## src/rtl/wp_pkg.sv

```systemverilog
package wp_pkg;
    typedef enum logic [1:0] {
        LVL_NONE    = 2'b00,
        LVL_QUARTER = 2'b01,
        LVL_HALF    = 2'b10,
        LVL_ALL     = 2'b11
    } prot_lvl_t;

    typedef struct packed {
        prot_lvl_t lvl;
        logic      pin_en;
    } prot_regs_t;

    localparam int SR_W        = 8;
    localparam int SR_BUSY     = 0;
    localparam int SR_WEL      = 1;
    localparam int SR_LVL_LO   = 2;
    localparam int SR_PIN_EN   = 7;
endpackage

```

## src/rtl/wp_range_decode.sv

```systemverilog
module wp_range_decode
    import wp_pkg::*;
(
    input  prot_lvl_t  lvl,
    input  logic [1:0] addr_top,
    output logic       hit
);
    always_comb begin
        unique case (lvl)
            LVL_NONE:    hit = 1'b0;
            LVL_QUARTER: hit = &addr_top;
            LVL_HALF:    hit = addr_top[1];
            default:     hit = 1'b1;
        endcase
    end
endmodule

```

## src/rtl/wp_gate.sv

```systemverilog
module wp_gate (
    input  logic pin_high,
    input  logic pin_en,
    input  logic wel,
    input  logic range_hit,
    input  logic arr_req,
    input  logic sr_req,
    output logic lock,
    output logic arr_ok,
    output logic sr_ok
);
    always_comb begin
        lock   = pin_en & ~pin_high;
        arr_ok = arr_req & wel & ~range_hit;
        sr_ok  = sr_req & wel & ~lock;
    end
endmodule

```

## src/rtl/wp_unit.sv

```systemverilog
module wp_unit
    import wp_pkg::*;
#(
    parameter int ADDR_W = 15
) (
    input  logic              clk,
    input  logic              rst_n,
    input  logic              prot_pin_i,
    input  logic              wel_i,
    input  logic              busy_i,
    input  logic [ADDR_W-1:0] arr_addr_i,
    input  logic              arr_wr_req_i,
    input  logic              sr_wr_req_i,
    input  logic [SR_W-1:0]   sr_wr_data_i,
    output logic              arr_wr_ok_o,
    output logic              sr_wr_ok_o,
    output logic              hw_lock_o,
    output logic [SR_W-1:0]   status_o
);
    localparam int TOP_LSB = ADDR_W - 2;

    prot_regs_t regs_d, regs_q;
    logic       range_hit;
    logic       sr_ok;

    // Low address bits and read-only status fields do not take part in the decisions
    logic unused_inputs;
    assign unused_inputs = ^{arr_addr_i[TOP_LSB-1:0], sr_wr_data_i[6:4], sr_wr_data_i[1:0]};

    wp_range_decode u_range (
        .lvl      (regs_q.lvl),
        .addr_top (arr_addr_i[ADDR_W-1:TOP_LSB]),
        .hit      (range_hit)
    );

    wp_gate u_gate (
        .pin_high  (prot_pin_i),
        .pin_en    (regs_q.pin_en),
        .wel       (wel_i),
        .range_hit (range_hit),
        .arr_req   (arr_wr_req_i),
        .sr_req    (sr_wr_req_i),
        .lock      (hw_lock_o),
        .arr_ok    (arr_wr_ok_o),
        .sr_ok     (sr_ok)
    );

    assign sr_wr_ok_o = sr_ok;

    always_comb begin
        regs_d = regs_q;
        if (sr_ok) begin
            regs_d.lvl    = prot_lvl_t'(sr_wr_data_i[SR_LVL_LO +: 2]);
            regs_d.pin_en = sr_wr_data_i[SR_PIN_EN];
        end
    end

    always_ff @(posedge clk or negedge rst_n) begin
        if (!rst_n) begin
            regs_q <= '{lvl: LVL_NONE, pin_en: 1'b0};
        end else begin
            regs_q <= regs_d;
        end
    end

    always_comb begin
        status_o                    = '0;
        status_o[SR_BUSY]           = busy_i;
        status_o[SR_WEL]            = wel_i;
        status_o[SR_LVL_LO +: 2]    = regs_q.lvl;
        status_o[SR_PIN_EN]         = regs_q.pin_en;
    end
endmodule

```

## config.mk

```make
export PLATFORM = sky130hd
export DESIGN_NAME = wp_unit
export DESIGN_NICKNAME = d
export VERILOG_FILES = /design/src/rtl/wp_pkg.sv /design/src/rtl/wp_range_decode.sv /design/src/rtl/wp_gate.sv /design/src/rtl/wp_unit.sv
export SDC_FILE = /design/constraint.sdc
export NUM_CORES = 1
export LEC_CHECK = 0
export BUFFER_PORTS_ARGS = -buffer_cell sky130_fd_sc_hd__buf_2
export CAP_MARGIN = 20
export CELL_PAD_IN_SITES_DETAIL_PLACEMENT = 0
export CELL_PAD_IN_SITES_GLOBAL_PLACEMENT = 2
export CORE_MARGIN = 4
export CORE_UTILIZATION = 10
export DETAILED_ROUTE_END_ITERATION = 16
export PLACE_DENSITY_LB_ADDON = 0.1
export SLEW_MARGIN = 20
export SYNTH_ARGS = -nofsm -noshare
export SYNTH_HDL_FRONTEND = slang
export SYNTH_SLANG_ARGS = --single-unit
```

## constraint.sdc

```tcl
create_clock -name clk -period 1.21 [get_ports clk]
set_input_delay 0.242 -clock clk [delete_from_list [all_inputs] [get_ports clk]]
set_output_delay 0.242 -clock clk [all_outputs]
set_load 0.01 [all_outputs]
```

==> metrics.txt, run 1 <==
max incr delay on CP=0.38 ns; Sink Count=3; # nets final=73; CP max FO=3; startpoint types=flop; Avg Inst Size Synth=10.9 um2; flip-flop count of the largest register after layout=3; gr ovfl total=0; Critical Path RT=0.97 ns; Max Clk Rate=728 MHz; Max Slew Vio Count=0; I/O Pins=41; Static Leak=0.197 nW; Fill cells=249; vias=211; die width=54.7 um; share of layout cells above drive strength 1=69.0%; CP max stage cell=dfrtp_1; 1st-pass router iterations=1; Final Hold Viols=0; Reg clk slew, reported paths=0.03 ns; Final Setup Violations=1; clock root buffer=clkbuf_4; critical setup path kind=flop to output pin; RSZ-0062 raised after global routing=true; number of global-route vias before repair=219; DR vias/cell=3.06; H-tree levels=1; Post-synth ARST share=100%; largest net degree at the start of global routing=6; Die ar.=0.00299 mm2; failing checks=negative setup slack; sequential fraction of the synthesis area=34.5%; DR WL/cell=8.81 um; PwrDens=1240 mW/mm2; Post-synth EDFFs=0; HP Class=input pin to flop; max_cap viols=0; Total Wirelength=608 um; number of synthesized register bits=3; cell taking the most area after synthesis=dfrtp_1; Initial Util=10.8%; detailed-route DRC error count=0; placed cells=61; final worst slack=-0.164 ns; Area Growth Syn to Fin=73.6%; GRT Total Usage=4.43%; CP arrival=1.13 ns; Place WS=0.0323 ns; DIE HEIGHT=54.7 um; Final Non-Filler Cells=69; Unique masters post-synth=11; post-route ant nets=0; clock skew=0.000540 ns; Synth area leaders=dfrtp_1, buf_4, mux2_4; CTS tree=done; initial antenna violation count=0; share of the synthesized area in the top cell type=34.5%; element type at the critical path end=output pin; Worst VDD drop=261 uV; worst-path cell chain=a21o_1 > a221oi_2 > buf_2; DR iter-0 viols=0; Synth Instances=20; Core ar.=0.00202 mm2; DP HPWL=543 um; routability-driven placement congestion ratio=0.541; Num CTS Buffers=3; most frequent cell after synthesis=buf_4; area of the mapped netlist=218 um2; ant diodes=0; crit share post-route=114%; worst skew pair latency=0.23 ns; first-pass GRT wire length=862 um; Rows=16; PortBufs=17; clk buf depth=2; Tmin final=1.37 ns; status=complete, but fails checks; Ys Warns=0; top post-synthesis cells by count=buf_4, dfrtp_1, mux2_4, nand2_1; Post-synth top flop=dfrtp_1
[logic make-up (layout without fill, tap and decap cells)]
kind of cell           count (synthesis)  in the layout  synth area share [%]
and+or+nand+nor                        5              5                  17.2
DFF                                    3              3                  34.5
AOI/OAI and AO/OA                      3              3                  12.1
buffers and inverters                  6             26                  20.7
muxes                                  2              2                  13.8
other                                  1              3                  1.72
[worst paths after layout]
kind,from,end,slack (ns),cells past startpoint
setup / recovery,status_o[3]$_DFFE_PN0P_,arr_wr_ok_o,-0.16,3
hold / removal,sr_wr_data_i[3],status_o[3]$_DFFE_PN0P_,0.25,2
setup reg to reg,status_o[7]$_DFFE_PN0P_,status_o[3]$_DFFE_PN0P_,0.08,4
hold reg to reg,status_o[2]$_DFFE_PN0P_,status_o[2]$_DFFE_PN0P_,0.57,1
max in group asynchronous,rst_n,status_o[3]$_DFFE_PN0P_,0.76,2
min in group asynchronous,rst_n,status_o[2]$_DFFE_PN0P_,0.34,2
[timing repair]
item / CTS / global route
resized for setup: 2 / 0
hold buffers: 1 / 0
setup endpoints to repair: 2 / 2
pin swaps: 1 / 0
setup buffers: 2 / 1
endpoints found under the hold margin: 3 / 0
[worst max-delay path: cells and delay by family, from the launching register on]
kind	cells	cell delay (ns)
AOI/OAI and AO/OA	2	0.35
buffers and inverters	1	0.16
DFF	1	0.38
[power breakdown]
group	total [mW]	switching, mW	internal, mW
Sequential	0.135	0.0150	0.120
Clock	0.170	0.0466	0.123
Combinational	0.165	0.0666	0.0987
Total	0.470	0.128	0.342
[area by class of cell]
| type | instances | area (um2) | share of cell area [%] |
|---|---|---|---|
| clock buffers | 4 | 26.3 | 6.95 |
| flip-flops and latches | 3 | 75.1 | 19.9 |
| well taps | 27 | 33.8 | 8.94 |
| multi-input cells | 13 | 111 | 29.5 |
| repair buffers | 22 | 131 | 34.8 |
[stage by stage]
step | TNS, ns | hold slack (ns) | power, mW | area, um2 | utilization [%]
final | -0.164 | 0.246 | 0.470 | 378 | 18.7
after global routing | -0.252 | 0.245 | 0.507 | 378 | 18.7
after CTS | -0.195 | 0.240 | 0.475 | 370 | 18.3
after detailed placement | 0 | 0.0426 | 0.275 | 307 | 15.2
after global placement | 0 | 0.0407 | 0.273 | 307 | 15.2
after floorplan | 0 | -0.0536 | 0.225 | 225 | -
[metal layers]
metal / GRT usage, % / wire (um)
met1: 3.56 / 180
met2: 7.28 / 333
met3: 3.00 / 95
met4: 3.73 / 0
met5: 0 / 0
[cells in the final DEF, fill, tap and decap left out]
cell           count
a221oi_2           1
a32o_1             1
mux2_4             2
nor2b_4            1
conb_1             3
buf_2             16
dfrtp_1            3
buf_4              4
nand3_1            1
clkbuf_4           3
nand2_1            2
nor2_4             1
buf_6              1
a21o_1             1
dlygate4sd3_1      1
clkbuf_1           1
No activity file was read; power rests on OpenSTA's default activity.
==> run 2: changes to the inputs <==
- ABC_AREA: unset -> 1
- SKIP_LAST_GASP: unset -> 1
==> run 2 against run 1 <==
The run still ends with negative setup slack left. Worst hold slack got worse by 0.0066 ns. Clock power rose by 3%. Critical path type unchanged. Sequential power barely moved.
==> metrics.txt, run 2 <==
status=complete, but fails checks; failing checks=negative setup slack; Place WS=0.207 ns (+0.175 ns); flip-flop count of the largest register after layout=3 (unchanged); sequential fraction of the synthesis area=33.3% (-1.1 points); Tmin final=1.23 ns (-0.147 ns); Synth area leaders=dfrtp_1, buf_4, nand2_1; overall power=0.459 mW (-2.5%); clk buf depth=2 (unchanged); number of global-route vias before repair=281 (+28%); R2R cell count=6 (+2); Post-synth ARST share=100% (unchanged); Core ar.=0.00204 mm2 (+0.99%); PortBufs=17 (unchanged); worst r2r src=status_o[7]$_DFFE_PN0P_; area of the mapped netlist=225 um2 (+3.4%); crit share post-route=101% (-12 points); gr ovfl total=0 (unchanged); Final Hold Viols=0 (unchanged); worst skew pair latency=0.23 ns (about the same); RSZ-0062 raised after global routing=true; Rows=16 (unchanged); Worst VDD drop=361 uV (+38%); # nets final=88 (+21%); HP Class=input pin to flop; Unique masters post-synth=10 (-1); routability-driven placement congestion ratio=0.607 (+12%); startpoint types=flop; final worst slack=-0.0167 ns (+0.147 ns); setup TNS=-0.0167 ns (+0.147 ns); top post-synthesis cells by count=nand2_1, buf_4, inv_1; largest net degree at the start of global routing=6 (unchanged); clock power share=38.1% (+2.0 points); Area Growth Syn to Fin=71.7%; Avg Inst Size Synth=6.62 um2 (-39%); Final Non-Filler Cells=84 (+22%); clock root buffer=clkbuf_4; final core occ=18.9% (+0.25 points); ant diodes=0 (unchanged); detailed-route DRC error count=0 (unchanged); most common cell after layout, fill and taps aside=buf_2; Comb pwr share=32.6% (-2.6 points); RR Endpoint=status_o[2]$_DFFE_PN0P_; CP arrival=0.98 ns (-0.15 ns); Post-synth top flop=dfrtp_1; Initial Util=11.0% (+0.26 points); post-route ant nets=0 (unchanged); worst reg2reg setup slack=0.19 ns (+0.11 ns); DP HPWL=546 um (+0.55%); clock skew=0.00300 ns (+0.00246 ns); most frequent cell after synthesis=nand2_1; Hold Crit Endpoint=status_o[7]$_DFFE_PN0P_; DR WL/cell=8.12 um (-7.9%); Ys Warns=0 (unchanged); DR iter-0 viols=2 (+2); most numerous cell on the critical path=nor2_1; CTS tree=done; Max Clk Rate=815 MHz (+12%); max_cap viols=0 (unchanged); Reg clk slew, reported paths=0.04 ns (about the same); Sink Count=3 (unchanged); element type at the critical path end=output pin; Critical Path RT=0.97 ns (about the same); I/O Pins=41 (unchanged); Total Wirelength=682 um (+12%); cell taking the most area after synthesis=dfrtp_1; Hold Path Origin=sr_wr_data_i[7]; 1st-pass router iterations=2 (+1); H-tree levels=1 (unchanged); GRT Total Usage=4.70% (+0.26 points); Die ar.=0.00308 mm2 (+2.9%); number of synthesized register bits=3 (unchanged); Switch Pwr=0.139 mW (+8.3%); Final Setup Violations=1 (unchanged); worst-path cell chain=nor2_1 > nor2_1 > nor2_1 > buf_2; Int Pwr=0.320 mW (-6.5%); Worst Hold Depth=3 (+1); Synth Instances=34 (+70%); commonest non-fill, non-tap cells in the layout=buf_2, nand2_1, buf_4; Max Slew Vio Count=0 (unchanged); vias=277 (+31%); Static Leak=0.240 nW (+22%); max incr delay on CP=0.40 ns (+0.02 ns); share of layout cells above drive strength 1=50.9% (-18 points); die width=55.5 um (+1.5%); share of the synthesized area in the top cell type=33.3% (-1.1 points); initial antenna violation count=0 (unchanged); DR vias/cell=3.30 (+7.8%); first-pass GRT wire length=1.10 mm (+27%); critical setup path kind=flop to output pin; DIE HEIGHT=55.5 um (+1.5%); PwrDens=1190 mW/mm2 (-4.7%); CP max stage cell=dfrtp_1; Post-synth EDFFs=0 (unchanged); Num CTS Buffers=3 (unchanged); CP max FO=4 (+1); placed cells=74 (+21%); sw frac=30.2% (+3.0 points); Seq pwr share=29.3% (+0.6 points)
## run 2: cells by family after synthesis
kind of cell | count (synthesis) | synth area share (%)
compound gates | 1 | 2.22
buf+inv | 12 | 30.0
flops | 3 | 33.3
other cells | 1 | 1.67
simple gates | 17 | 32.8
## run 2: through the flow
step / hold slack [ns] / area [um2]
2_1_floorplan: -0.0536 / 233
3_3_place_gp: 0.0423 / 307
3_5_place_dp: 0.0415 / 307
4_1_cts: 0.231 / 365
5_1_grt: 0.278 / 387
6_report: 0.239 / 387
## run 2: how the worst max path moves through the flow
stage | startpoint | to | depth (start not counted)
floorplan | status_o[2]$_DFFE_PN0P_ | arr_wr_ok_o | 3
global placement | prot_pin_i | sr_wr_ok_o | 6
detailed placement | prot_pin_i | sr_wr_ok_o | 6
CTS | status_o[2]$_DFFE_PN0P_ | arr_wr_ok_o | 4
global route | status_o[2]$_DFFE_PN0P_ | arr_wr_ok_o | 4
finish | status_o[2]$_DFFE_PN0P_ | arr_wr_ok_o | 4
## run 2: repair_timing
action                     CTS  global route
setup endpoints to repair    2             2
hold endpoints to repair     3             0
pin swaps                    3             5
setup buffers                3             2
hold buffers                 1             0
gates resized for setup      0             2
## run 2: layout make-up
class	count	area, um2
clock buffers	4	26.3
fillers	260	1660
inverters	6	22.5
multi-input cells	21	90.1
flip-flops and latches	3	75.1
well taps	27	33.8
repair buffers	23	139
## run 2: power groups by stage
stage	Sequential [mW]	Combinational, mW	Clock (mW)
2_1_floorplan	0.140	0.0759	0
3_3_place_gp	0.137	0.116	0
3_5_place_dp	0.139	0.115	0
4_1_cts	0.136	0.140	0.184
5_1_grt	0.139	0.167	0.186
6_report	0.134	0.149	0.175
## run 2: critical path, delay by kind of cell (launching register included)
kind,cells,cell delay (ns)
and+or+nand+nor,3,0.23
DFF,1,0.40
buffers and inverters,1,0.13
## run 2: layer usage
metal  vias to the layer above  routed length [um]  track usage (%)
li1                        137                   -                -
met1                       118                 239             4.44
met2                        18                 322             6.42
met3                         4                 108             4.20
met4                         0                  12             3.47
met5                         -                   0                0
==> run 3: changes to the inputs <==
- REMOVE_ABC_BUFFERS: unset -> 1
==> run 3 against run 2 <==
The flow still finishes with violations (negative setup slack). Critical path depth is the same. Sequential power is essentially flat. Register-to-register slack improved by 0.08 ns. Global-route usage grew 0.28 points.
==> metrics.txt, run 3 (synthesized netlist as in run 2, its figures left out) <==
status=complete, but fails checks; failing checks=negative setup slack; max_cap viols=0 (unchanged); Static Leak=0.234 nW (-2.4%); Core ar.=0.00204 mm2 (unchanged); clock skew=0.00121 ns (-0.00179 ns); Max Slew Vio Count=0 (unchanged); vias=269 (-2.9%); worst-path cell chain=nand3_1 > nand2_1 > nor2_1 > buf_2; die width=55.5 um (unchanged); Num CTS Buffers=3 (unchanged); detailed-route DRC error count=0 (unchanged); placed inst area=307 um2 (unchanged); Total Wirelength=697 um (+2.2%); commonest non-fill, non-tap cells in the layout=buf_2, nand2_1, inv_1, nand3_1, buf_4; initial antenna violation count=0 (unchanged); max incr delay on CP=0.40 ns (about the same); Fill cells=263 (+1.2%); routability-driven placement congestion ratio=0.659 (+8.4%); PwrDens=1210 mW/mm2 (+2.0%); worst reg2reg setup slack=0.27 ns (+0.08 ns); gr ovfl total=0 (unchanged); final worst slack=-0.00844 ns (+0.00825 ns); ant diodes=0 (unchanged); Rows=16 (unchanged); Reg clk slew, reported paths=0.04 ns (about the same); Die ar.=0.00308 mm2 (unchanged); worst skew pair latency=0.24 ns (about the same); CP arrival=0.98 ns (about the same); crit share post-route=101% (-0.68 points); # nets final=87 (-1.1%); WP buf/inv=1 (unchanged); 1st-pass router iterations=2 (unchanged); clock root buffer=clkbuf_4; HP Class=input pin to flop; Tmin final=1.22 ns (-0.00825 ns); Final Setup Violations=1 (unchanged); post-route cell area=379 um2 (-1.9%); Area Growth Syn to Fin=68.3%; flip-flop count of the largest register after layout=3 (unchanged); CP max stage cell=dfrtp_1; overall power=0.459 mW (about the same); final core occ=18.6% (-0.37 points); DR iter-0 viols=1 (-1); Sink Count=3 (unchanged); GRT Total Usage=4.98% (+0.28 points); first-pass GRT wire length=1.08 mm (-1.3%); post-route ant nets=0 (unchanged); element type at the critical path end=output pin; DP HPWL=544 um (-0.35%); largest net degree at the start of global routing=5 (-1); number of global-route vias before repair=279 (-0.71%); DR WL/cell=8.40 um (+3.4%); most common cell after layout, fill and taps aside=buf_2; startpoint types=flop; PortBufs=17 (unchanged); DR vias/cell=3.24 (-1.7%); CP delay by family, top=flip-flops; CTS tree=done; share of layout cells above drive strength 1=50.0% (-0.88 points); I/O Pins=41 (unchanged); Initial Util=11.0% (unchanged); Worst VDD drop=261 uV (-28%); DIE HEIGHT=55.5 um (unchanged); Max Clk Rate=821 MHz (+0.68%); CP max FO=4 (unchanged); Critical Path RT=0.97 ns (about the same); clk buf depth=2 (unchanged); Final Hold Viols=0 (unchanged); RSZ-0062 raised after global routing=true; critical setup path kind=flop to output pin; H-tree levels=1 (unchanged)
-- run 3: tightest hold or removal path, delay by kind of cell --
| kind | cells | cell delay [ns] |
|---|---|---|
| and+or+nand+nor | 2 | 0.11 |
| buffers and inverters | 1 | 0.07 |
-- run 3: path summary, 6_finish.rpt --
kind	from	to	cells past startpoint
max	status_o[2]$_DFFE_PN0P_	arr_wr_ok_o	4
min	sr_wr_data_i[7]	status_o[7]$_DFFE_PN0P_	3
max reg2reg	status_o[7]$_DFFE_PN0P_	status_o[3]$_DFFE_PN0P_	5
min reg2reg	status_o[3]$_DFFE_PN0P_	status_o[3]$_DFFE_PN0P_	2
max in group asynchronous	rst_n	status_o[3]$_DFFE_PN0P_	2
min in group asynchronous	rst_n	status_o[7]$_DFFE_PN0P_	2
-- run 3: layer usage --
metal	track usage, %	share of wire [%]	routed length [um]
met5	0	0	0
met4	7.29	5.7	40
met1	4.01	35	246
met2	7.43	48	335
met3	2.33	11	74
-- run 3: what timing repair did --
item,4_1_cts,5_1_grt
pin swaps,4,2
gates resized for setup,0,2
endpoints found under the setup margin,2,2
endpoints found under the hold margin,3,0
buffers inserted,3,1
hold buffers,1,0
-- run 3: area by class of cell --
| cell class | instances | area, um2 | area share, % |
|---|---|---|---|
| timing repair buffer | 22 | 131 | 34.7 |
| multi-input combinational | 21 | 90.1 | 23.8 |
| sequential | 3 | 75.1 | 19.8 |
| tap | 27 | 33.8 | 8.91 |
| clock buffer | 4 | 26.3 | 6.93 |
| inverter | 6 | 22.5 | 5.94 |
-- run 3: report_power, final --
| part | switching [mW] | total (mW) | internal (mW) |
|---|---|---|---|
| clock | 0.0552 | 0.179 | 0.124 |
| combinational | 0.0722 | 0.144 | 0.0721 |
| sequential | 0.0159 | 0.135 | 0.120 |
-- run 3: metrics by stage --
step	setup TNS, ns	cells	hold slack (ns)	setup WS (ns)
after floorplan	0	30	-0.0536	0.233
after global placement	0	74	0.0432	0.212
after detailed placement	0	74	0.0432	0.204
after CTS	-0.0271	82	0.224	-0.0271
after global routing	-0.107	83	0.241	-0.0860
final	-0.00844	83	0.229	-0.00844
